`src/rtl/dbs_pkg.sv`:
```
package dbs_pkg;
  localparam int unsigned LANE_W = 8;
  localparam int unsigned DW     = 2 * LANE_W;

  typedef enum logic [2:0] {
    ST_IDLE,
    ST_ISSUE_A,
    ST_WAIT_A,
    ST_ISSUE_B,
    ST_WAIT_B
  } seq_state_t;

  // active-low lane enables {hi_n, lo_n}
  function automatic logic [1:0] lane_enables(input logic word, input logic a0,
                                              input logic second);
    if (second)    return 2'b10;
    else if (word) return 2'b00;
    else if (a0)   return 2'b10;
    else           return 2'b01;
  endfunction

  function automatic logic [DW-1:0] steer_wdata(input logic word, input logic second,
                                                input logic narrow_seen,
                                                input logic [DW-1:0] wd);
    logic [LANE_W-1:0] even_b;
    logic [LANE_W-1:0] odd_b;
    even_b = wd[DW-1:LANE_W];
    odd_b  = wd[LANE_W-1:0];
    if (!word || second) return {odd_b, odd_b};
    else if (narrow_seen) return {even_b, even_b};
    else                  return wd;
  endfunction

  function automatic logic [DW-1:0] merge_read(input logic word, input logic a0,
                                               input logic split,
                                               input logic [LANE_W-1:0] first_lo,
                                               input logic [DW-1:0] rd);
    if (!word)      return {{LANE_W{1'b0}}, (a0 ? rd[LANE_W-1:0] : rd[DW-1:LANE_W])};
    else if (split) return {first_lo, rd[LANE_W-1:0]};
    else            return rd;
  endfunction
endpackage

```
`src/rtl/dbs_req_hold.sv`:
```
module dbs_req_hold #(
  parameter int unsigned AW = 32,
  parameter int unsigned DW = 16
) (
  input  logic          clk,
  input  logic          rst_n,
  input  logic          accept,
  input  logic [AW-1:0] in_addr,
  input  logic          in_word,
  input  logic          in_write,
  input  logic [DW-1:0] in_wdata,
  output logic [AW-1:0] addr_q,
  output logic          word_q,
  output logic          write_q,
  output logic [DW-1:0] wdata_q
);
  always_ff @(posedge clk or negedge rst_n) begin
    if (!rst_n) begin
      addr_q  <= '0;
      word_q  <= 1'b0;
      write_q <= 1'b0;
      wdata_q <= '0;
    end else if (accept) begin
      addr_q  <= in_addr;
      word_q  <= in_word;
      write_q <= in_write;
      wdata_q <= in_wdata;
    end
  end
endmodule

```
`src/rtl/dbs_seq.sv`:
```
module dbs_seq
  import dbs_pkg::*;
(
  input  logic       clk,
  input  logic       rst_n,
  input  logic       accept,
  input  logic       word_q,
  input  logic       narrow_in,
  input  logic       done_in,
  output logic       active,
  output logic       start,
  output logic       phase_b,
  output logic       narrow_seen,
  output logic       split_evt,
  output logic       fin_evt
);
  seq_state_t state_q;
  seq_state_t state_d;
  logic       narrow_q;

  always_comb begin
    state_d = state_q;
    unique case (state_q)
      ST_IDLE:    if (accept) state_d = ST_ISSUE_A;
      ST_ISSUE_A: state_d = ST_WAIT_A;
      ST_WAIT_A:  if (done_in) state_d = narrow_q ? ST_ISSUE_B : ST_IDLE;
      ST_ISSUE_B: state_d = ST_WAIT_B;
      ST_WAIT_B:  if (done_in) state_d = ST_IDLE;
      default:    state_d = ST_IDLE;
    endcase
  end

  always_ff @(posedge clk or negedge rst_n) begin
    if (!rst_n) begin
      state_q  <= ST_IDLE;
      narrow_q <= 1'b0;
    end else begin
      state_q <= state_d;
      if (state_q == ST_ISSUE_A) narrow_q <= word_q & narrow_in;
      else if (state_q == ST_IDLE) narrow_q <= 1'b0;
    end
  end

  assign active      = (state_q != ST_IDLE);
  assign start       = (state_q == ST_ISSUE_A) || (state_q == ST_ISSUE_B);
  assign phase_b     = (state_q == ST_ISSUE_B) || (state_q == ST_WAIT_B);
  assign narrow_seen = narrow_q;
  assign split_evt   = done_in && (state_q == ST_WAIT_A) && narrow_q;
  assign fin_evt     = done_in && (((state_q == ST_WAIT_A) && !narrow_q) ||
                                   (state_q == ST_WAIT_B));
endmodule

```
`src/rtl/dbs_lane_steer.sv`:
```
module dbs_lane_steer
  import dbs_pkg::*;
#(
  parameter int unsigned AW = 32
) (
  input  logic          active,
  input  logic          phase_b,
  input  logic          narrow_seen,
  input  logic [AW-1:0] addr_q,
  input  logic          word_q,
  input  logic          write_q,
  input  logic [DW-1:0] wdata_q,
  output logic [AW-1:0] bus_addr,
  output logic          bus_write,
  output logic [1:0]    en_n,
  output logic [DW-1:0] bus_wdata
);
  function automatic logic [AW-1:0] txn_addr(input logic [AW-1:0] a, input logic word,
                                             input logic second);
    if (second)    return {a[AW-1:1], 1'b1};
    else if (word) return {a[AW-1:1], 1'b0};
    else           return a;
  endfunction

  always_comb begin
    bus_addr  = txn_addr(addr_q, word_q, phase_b);
    bus_write = active & write_q;
    en_n      = active ? lane_enables(word_q, addr_q[0], phase_b) : 2'b11;
    bus_wdata = steer_wdata(word_q, phase_b, narrow_seen, wdata_q);
  end
endmodule

```
`src/rtl/dbs_read_asm.sv`:
```
module dbs_read_asm
  import dbs_pkg::*;
(
  input  logic          clk,
  input  logic          rst_n,
  input  logic          split_evt,
  input  logic          fin_evt,
  input  logic          word_q,
  input  logic          a0_q,
  input  logic          write_q,
  input  logic          narrow_seen,
  input  logic [DW-1:0] bus_rdata,
  output logic          rsp_valid,
  output logic [DW-1:0] rsp_rdata
);
  logic [LANE_W-1:0] first_lo_q;

  always_ff @(posedge clk or negedge rst_n) begin
    if (!rst_n) begin
      first_lo_q <= '0;
      rsp_valid  <= 1'b0;
      rsp_rdata  <= '0;
    end else begin
      if (split_evt) first_lo_q <= bus_rdata[LANE_W-1:0];
      rsp_valid <= fin_evt;
      if (fin_evt)
        rsp_rdata <= write_q ? '0 :
                     merge_read(word_q, a0_q, narrow_seen, first_lo_q, bus_rdata);
    end
  end
endmodule

```
`src/rtl/dbs_unit.sv`:
```
module dbs_unit
  import dbs_pkg::*;
#(
  parameter int unsigned AW = 32
) (
  input  logic          clk,
  input  logic          rst_n,
  input  logic          req_valid,
  input  logic [AW-1:0] req_addr,
  input  logic          req_word,
  input  logic          req_write,
  input  logic [15:0]   req_wdata,
  output logic          busy,
  output logic          rsp_valid,
  output logic [15:0]   rsp_rdata,
  output logic          bus_start,
  output logic [AW-1:0] bus_addr,
  output logic          bus_write,
  output logic          bus_hi_en_n,
  output logic          bus_lo_en_n,
  output logic [15:0]   bus_wdata,
  input  logic          bus_narrow,
  input  logic          bus_done,
  input  logic [15:0]   bus_rdata
);
  logic          accept_evt;
  logic          split_evt;
  logic          fin_evt;
  logic          active;
  logic          phase_b;
  logic          narrow_seen;
  logic [AW-1:0] addr_q;
  logic          word_q;
  logic          write_q;
  logic [DW-1:0] wdata_q;
  logic [1:0]    en_n;

  assign accept_evt = req_valid && !active;
  assign busy       = active;

  dbs_req_hold #(.AW(AW), .DW(DW)) u_hold (
    .clk(clk), .rst_n(rst_n), .accept(accept_evt),
    .in_addr(req_addr), .in_word(req_word), .in_write(req_write), .in_wdata(req_wdata),
    .addr_q(addr_q), .word_q(word_q), .write_q(write_q), .wdata_q(wdata_q)
  );

  dbs_seq u_seq (
    .clk(clk), .rst_n(rst_n), .accept(accept_evt), .word_q(word_q),
    .narrow_in(bus_narrow), .done_in(bus_done),
    .active(active), .start(bus_start), .phase_b(phase_b),
    .narrow_seen(narrow_seen), .split_evt(split_evt), .fin_evt(fin_evt)
  );

  dbs_lane_steer #(.AW(AW)) u_steer (
    .active(active), .phase_b(phase_b), .narrow_seen(narrow_seen),
    .addr_q(addr_q), .word_q(word_q), .write_q(write_q), .wdata_q(wdata_q),
    .bus_addr(bus_addr), .bus_write(bus_write), .en_n(en_n), .bus_wdata(bus_wdata)
  );

  assign bus_hi_en_n = en_n[1];
  assign bus_lo_en_n = en_n[0];

  dbs_read_asm u_asm (
    .clk(clk), .rst_n(rst_n), .split_evt(split_evt), .fin_evt(fin_evt),
    .word_q(word_q), .a0_q(addr_q[0]), .write_q(write_q), .narrow_seen(narrow_seen),
    .bus_rdata(bus_rdata), .rsp_valid(rsp_valid), .rsp_rdata(rsp_rdata)
  );
endmodule

```
`config.mk`:
```
export PLATFORM = sky130hd
export DESIGN_NAME = dbs_unit
export DESIGN_NICKNAME = d
export VERILOG_FILES = /design/src/rtl/dbs_pkg.sv /design/src/rtl/dbs_req_hold.sv /design/src/rtl/dbs_seq.sv /design/src/rtl/dbs_lane_steer.sv /design/src/rtl/dbs_read_asm.sv /design/src/rtl/dbs_unit.sv
export SDC_FILE = /design/constraint.sdc
export NUM_CORES = 1
export LEC_CHECK = 0
export BUFFER_PORTS_ARGS = -buffer_cell sky130_fd_sc_hd__buf_2
export CAP_MARGIN = 40
export CORE_ASPECT_RATIO = 1.2
export CORE_MARGIN = 2
export CORE_UTILIZATION = 49
export DETAILED_ROUTE_END_ITERATION = 10
export PLACE_DENSITY = 0.8
export REMOVE_ABC_BUFFERS = 1
export SYNTH_ARGS = -nofsm -noshare
export SYNTH_HDL_FRONTEND = slang
export SYNTH_SLANG_ARGS = --single-unit
```
`constraint.sdc`:
```
create_clock -name clk -period 2 [get_ports clk]
set_input_delay 0.2 -clock clk [delete_from_list [all_inputs] [get_ports clk]]
set_output_delay 0.2 -clock clk [all_outputs]
set_load 0.02 [all_outputs]
```
==> parameters.txt <==
Parameter                              Value

Route
  Vias per Instance ... ~5.4
  Count of antenna-violating nets left after detailed routing ... 0
  Iteration-0 DRC Markers ... 92
  Wire length on met1 ... 3608 um
  Number of vias after detailed routing ... 2862
  WL per Instance ... 17.76 um
  Drt drc ... 0
  Uppermost layer routed ... met4
  Met2 Routed Length ... 4766 um
  Routed Wire Length ... 9376 um
  Number of search-and-repair iterations in the first detailed-routing pass ... 4
  Met3 wire len ... 704 um

Timing
  Actual slew at the worst max-slew pin ... 0.5370 ns
  Setup repair after global routing missed its margin ... yes
  Endpoints failing setup ... 32
  Post-route fraction of the period consumed by the critical path ... 106.9%
  Clock period minus worst slack ... 2.137 ns
  Setup slack after layout ... -0.1370 ns
  Relative slew margins ... 64.20%
  Peak Freq ... ~470 MHz
  Count of endpoints failing hold in the final timing report ... 0
  Worst Skew ... 0.01476 ns
  Final max-slew violation count ... 0

Pwr
  P per Cell Area ... 1789 nW/um^2
  Combinational share of power ... 55.1%
  Fraction of power spent switching nets ... 39.42%
  Clock power share ... 13.2%
  Leakage ... 2.477 nW
  Internal power consumption ... 0.005516 W
  Net Sw Power ... 0.003589 W
  Reg power frac ... 31.7%
  Largest vdd supply drop ... 1151 uV

Yosys
  Cell type with the largest total area after synthesis ... sky130_fd_sc_hd__dfrtp_1
  Area share of the largest cell type after synthesis ... 55.48%
  Post-Synthesis Mean Instance Area ... 13.45 sq um
  Flip-flop and latch count after synthesis ... 79
  Gate Count Post-Synth ... 265
  Library cells used by synthesis ... 30
  Leading cell types by total area after synthesis ... sky130_fd_sc_hd__dfrtp_1 (55%), sky130_fd_sc_hd__mux2_2 (25%), sky130_fd_sc_hd__mux2_1 (2.8%)
  Sequential cell area fraction in the yosys report ... 55.48%
  Count of flip-flops with a built-in enable after synthesis ... 0
  Proportion of synthesized flip-flops having asynchronous set or reset ... 100.0%
  Synthesized area ... 3563 sq um
  Synthesis warning total ... 0
  Top cells by count, synth ... sky130_fd_sc_hd__dfrtp_1 (79), sky130_fd_sc_hd__mux2_2 (79), sky130_fd_sc_hd__o21ai_0 (13)
  Predominant post-synthesis flop cell ... sky130_fd_sc_hd__dfrtp_1

Critical path
  Cell at the slowest stage of the critical path ... sky130_fd_sc_hd__dfrtp_2
  Critical path capture point type ... flip-flop
  Required @ worst endpoint ... 2.24 ns
  Max Fanout on Critical Path ... 8
  Most numerous cell on the critical path ... sky130_fd_sc_hd__buf_4
  Launching instance or port of the critical path ... u_seq.state_q[2]
  WP data arrival ... 2.38 ns
  Startpoint type of the worst setup path ... flip-flop
  Buf+Inv Stages, Crit Path ... 4
  Peak per-stage delay on the critical path ... 0.43 ns
  Startpoint of the most critical register-to-register path ... u_seq.state_q[2]
  Kind of critical path ... reg2reg
  Largest delay share family, worst path ... buffers and inverters
  List of cells traversed by the critical path ... buf_4 > buf_4 > or3b_4 > a211oi_4 > buf_6 > clkbuf_16 > mux2_2

Floorplan
  Die Footprint ... 7973 sq um
  Floorplan die height ... 97.42 um
  Number of I/O pins ... 141
  Count of standard-cell rows ... 34
  Effective utilization at floorplan ... 49.86%
  Standard cell core area ... 7147 sq um
  DIE WIDTH ... between 80 and 90 um

Clock tree
  Clock buffers created by TritonCTS ... 9
  Clock root buffer master ... sky130_fd_sc_hd__clkbuf_8
  Clock Sinks ... 79
  CTS tree ... done
  Number of buffers on the longest clock path ... 2
  Clock transition at the registers of the reported paths ... 0.09 ns
  H-tree Lvls ... 3
  Clock network latency to the later pin of the worst-skew pair ... 0.35 ns

Cells and area
  Antenna diode count ... 0
  Area of all placed cells without fillers ... 5089 sq um
  Share of final-layout standard cells stronger than drive strength 1 ... around two thirds
  Share of the core filled with cells in the final layout ... 71.20%
  Net count of the finished layout ... 504
  Area delta synth->final ... 42.80%
  Filler cell count ... 502

Global route
  Grt ovf ... 0
  Global-route wire length before repair ... ~14000 um
  Total global routing track utilization ... 23.17%
  Number of global-route vias before repair ... 2985
  Number of antenna violations at the first check in global routing ... 0
  Maximum number of pins on one net before global-route repair ... 43

Hold path
  Hold path startpoint ... req_addr[29]
  Min-delay worst type ... in2reg

Placement
  Final weighted congestion of routability-driven global placement ... 0.8810
  HPWL after DPL ... 6023 um
  Post-placement worst setup slack ... approximately 0.14 ns
  Count of input and output buffers ... 140
  Post-DP Area ... 4458 sq um

Status
  Status ... finished with violations
  Violated checks ... negative setup slack

Run
  Number of violations of the max-capacitance limit ... 0
[stage by stage]
step                hold slack [ns]  power [W]  TNS [ns]  std cells
global route                0.06104   0.009584    -4.442        528
detailed placement           0.2200   0.006925         0        496
finish                      0.07263   0.009105    -2.775        528
floorplan                  -0.09559   0.005435    -31.33        248
global placement             0.2092   0.006786         0        496
CTS                         0.06445   0.008683   -0.9872        521
[final timing paths]
path / endpoint / cells after the start / slack (ns)
max: u_asm.rsp_rdata[0] / 7 / -0.14
min: u_hold.addr_q[29] / 2 / 0.07
max reg2reg: u_asm.rsp_rdata[0] / 7 / -0.14
min reg2reg: u_hold.addr_q[21] / 1 / 0.51
max in group asynchronous: u_hold.addr_q[3] / 3 / 0.95
min in group asynchronous: u_asm.rsp_rdata[10] / 2 / 0.38
[worst reg2reg max path, cell delays in order (launching register included)]
cell and delay (ns):
sky130_fd_sc_hd__dfrtp_2 0.43, sky130_fd_sc_hd__buf_4 0.14, sky130_fd_sc_hd__buf_4 0.14, sky130_fd_sc_hd__or3b_4 0.39
sky130_fd_sc_hd__a211oi_4 0.28, sky130_fd_sc_hd__buf_6 0.16, sky130_fd_sc_hd__clkbuf_16 0.16, sky130_fd_sc_hd__mux2_2 0.33
[power groups by stage]
stage	combinational, W	clock [W]	sequential (W)
2_1_floorplan	0.00200	0	0.00343
3_3_place_gp	0.00396	0	0.00283
3_5_place_dp	0.00405	0	0.00287
4_1_cts	0.00460	0.00123	0.00286
5_1_grt	0.00530	0.00130	0.00299
6_report	0.00502	0.00120	0.00289
[routing by layer]
layer  up-vias  global-route usage (%)
met5         -                       0
met3        31                   6.413
met1      1409                   27.55
li1       1281                       -
met2       141                   38.46
met4         0                   10.13
[flip-flops by register name, indices dropped and copies added (netlist names)]
name / cells
u_asm.first_lo_q: 8
u_asm.rsp_rdata: 16
u_asm.rsp_valid: 1
u_hold.addr_q: 32
u_hold.wdata_q: 16
u_hold.word_q: 1
u_hold.write_q: 1
u_seq.narrow_seen: 1
u_seq.state_q: 3
[kinds of logic (layout without fill, tap and decap cells)]
logic type,Yosys count,in the layout,share of synthesized area [%]
AND/OR/NAND/NOR,35,35,5.794
buffers and inverters,22,195,2.844
multiplexers,96,96,30.06
flip-flops,79,79,55.48
AO/OA/AOI/OAI,33,33,5.829
[layout by cell type (no fill, tap or decap), types with 2 or more instances in the layout]
master,instances
sky130_fd_sc_hd__o211ai_1,2
sky130_fd_sc_hd__clkinvlp_4,2
sky130_fd_sc_hd__a21oi_2,2
sky130_fd_sc_hd__nor2_1,11
sky130_fd_sc_hd__clkbuf_8,10
sky130_fd_sc_hd__buf_12,2
sky130_fd_sc_hd__buf_6,21
sky130_fd_sc_hd__mux2_4,24
sky130_fd_sc_hd__buf_2,121
sky130_fd_sc_hd__inv_1,5
sky130_fd_sc_hd__buf_4,27
sky130_fd_sc_hd__or3b_2,8
sky130_fd_sc_hd__mux2_2,64
sky130_fd_sc_hd__nand2b_1,3
sky130_fd_sc_hd__dfrtp_2,2
sky130_fd_sc_hd__dfrtp_1,77
sky130_fd_sc_hd__clkbuf_16,2
sky130_fd_sc_hd__o21ai_0,13
sky130_fd_sc_hd__mux2i_1,8
sky130_fd_sc_hd__a21oi_1,9
sky130_fd_sc_hd__nand3_1,3
[area by class of cell]
cell class              instances  area (sq um)  share of cell area [%]
clock buffers                  10         137.6                   2.705
clock inverters                 6         67.56                   1.328
inverters                       5         18.77                  0.3688
multi-input cells             164          1628                   31.99
flip-flops and latches         79          1979                   38.90
well taps                      90         112.6                   2.213
repair buffers                174          1145                   22.50
[timing repair]
action	in CTS	in global routing
pin swaps	2	3
hold endpoints to repair	40	0
endpoints found under the setup margin	16	73
hold buffers	1	0
gates resized for setup	48	27
gates cloned	0	2
buffers inserted	8	5
(Power assumes the default switching activity.)
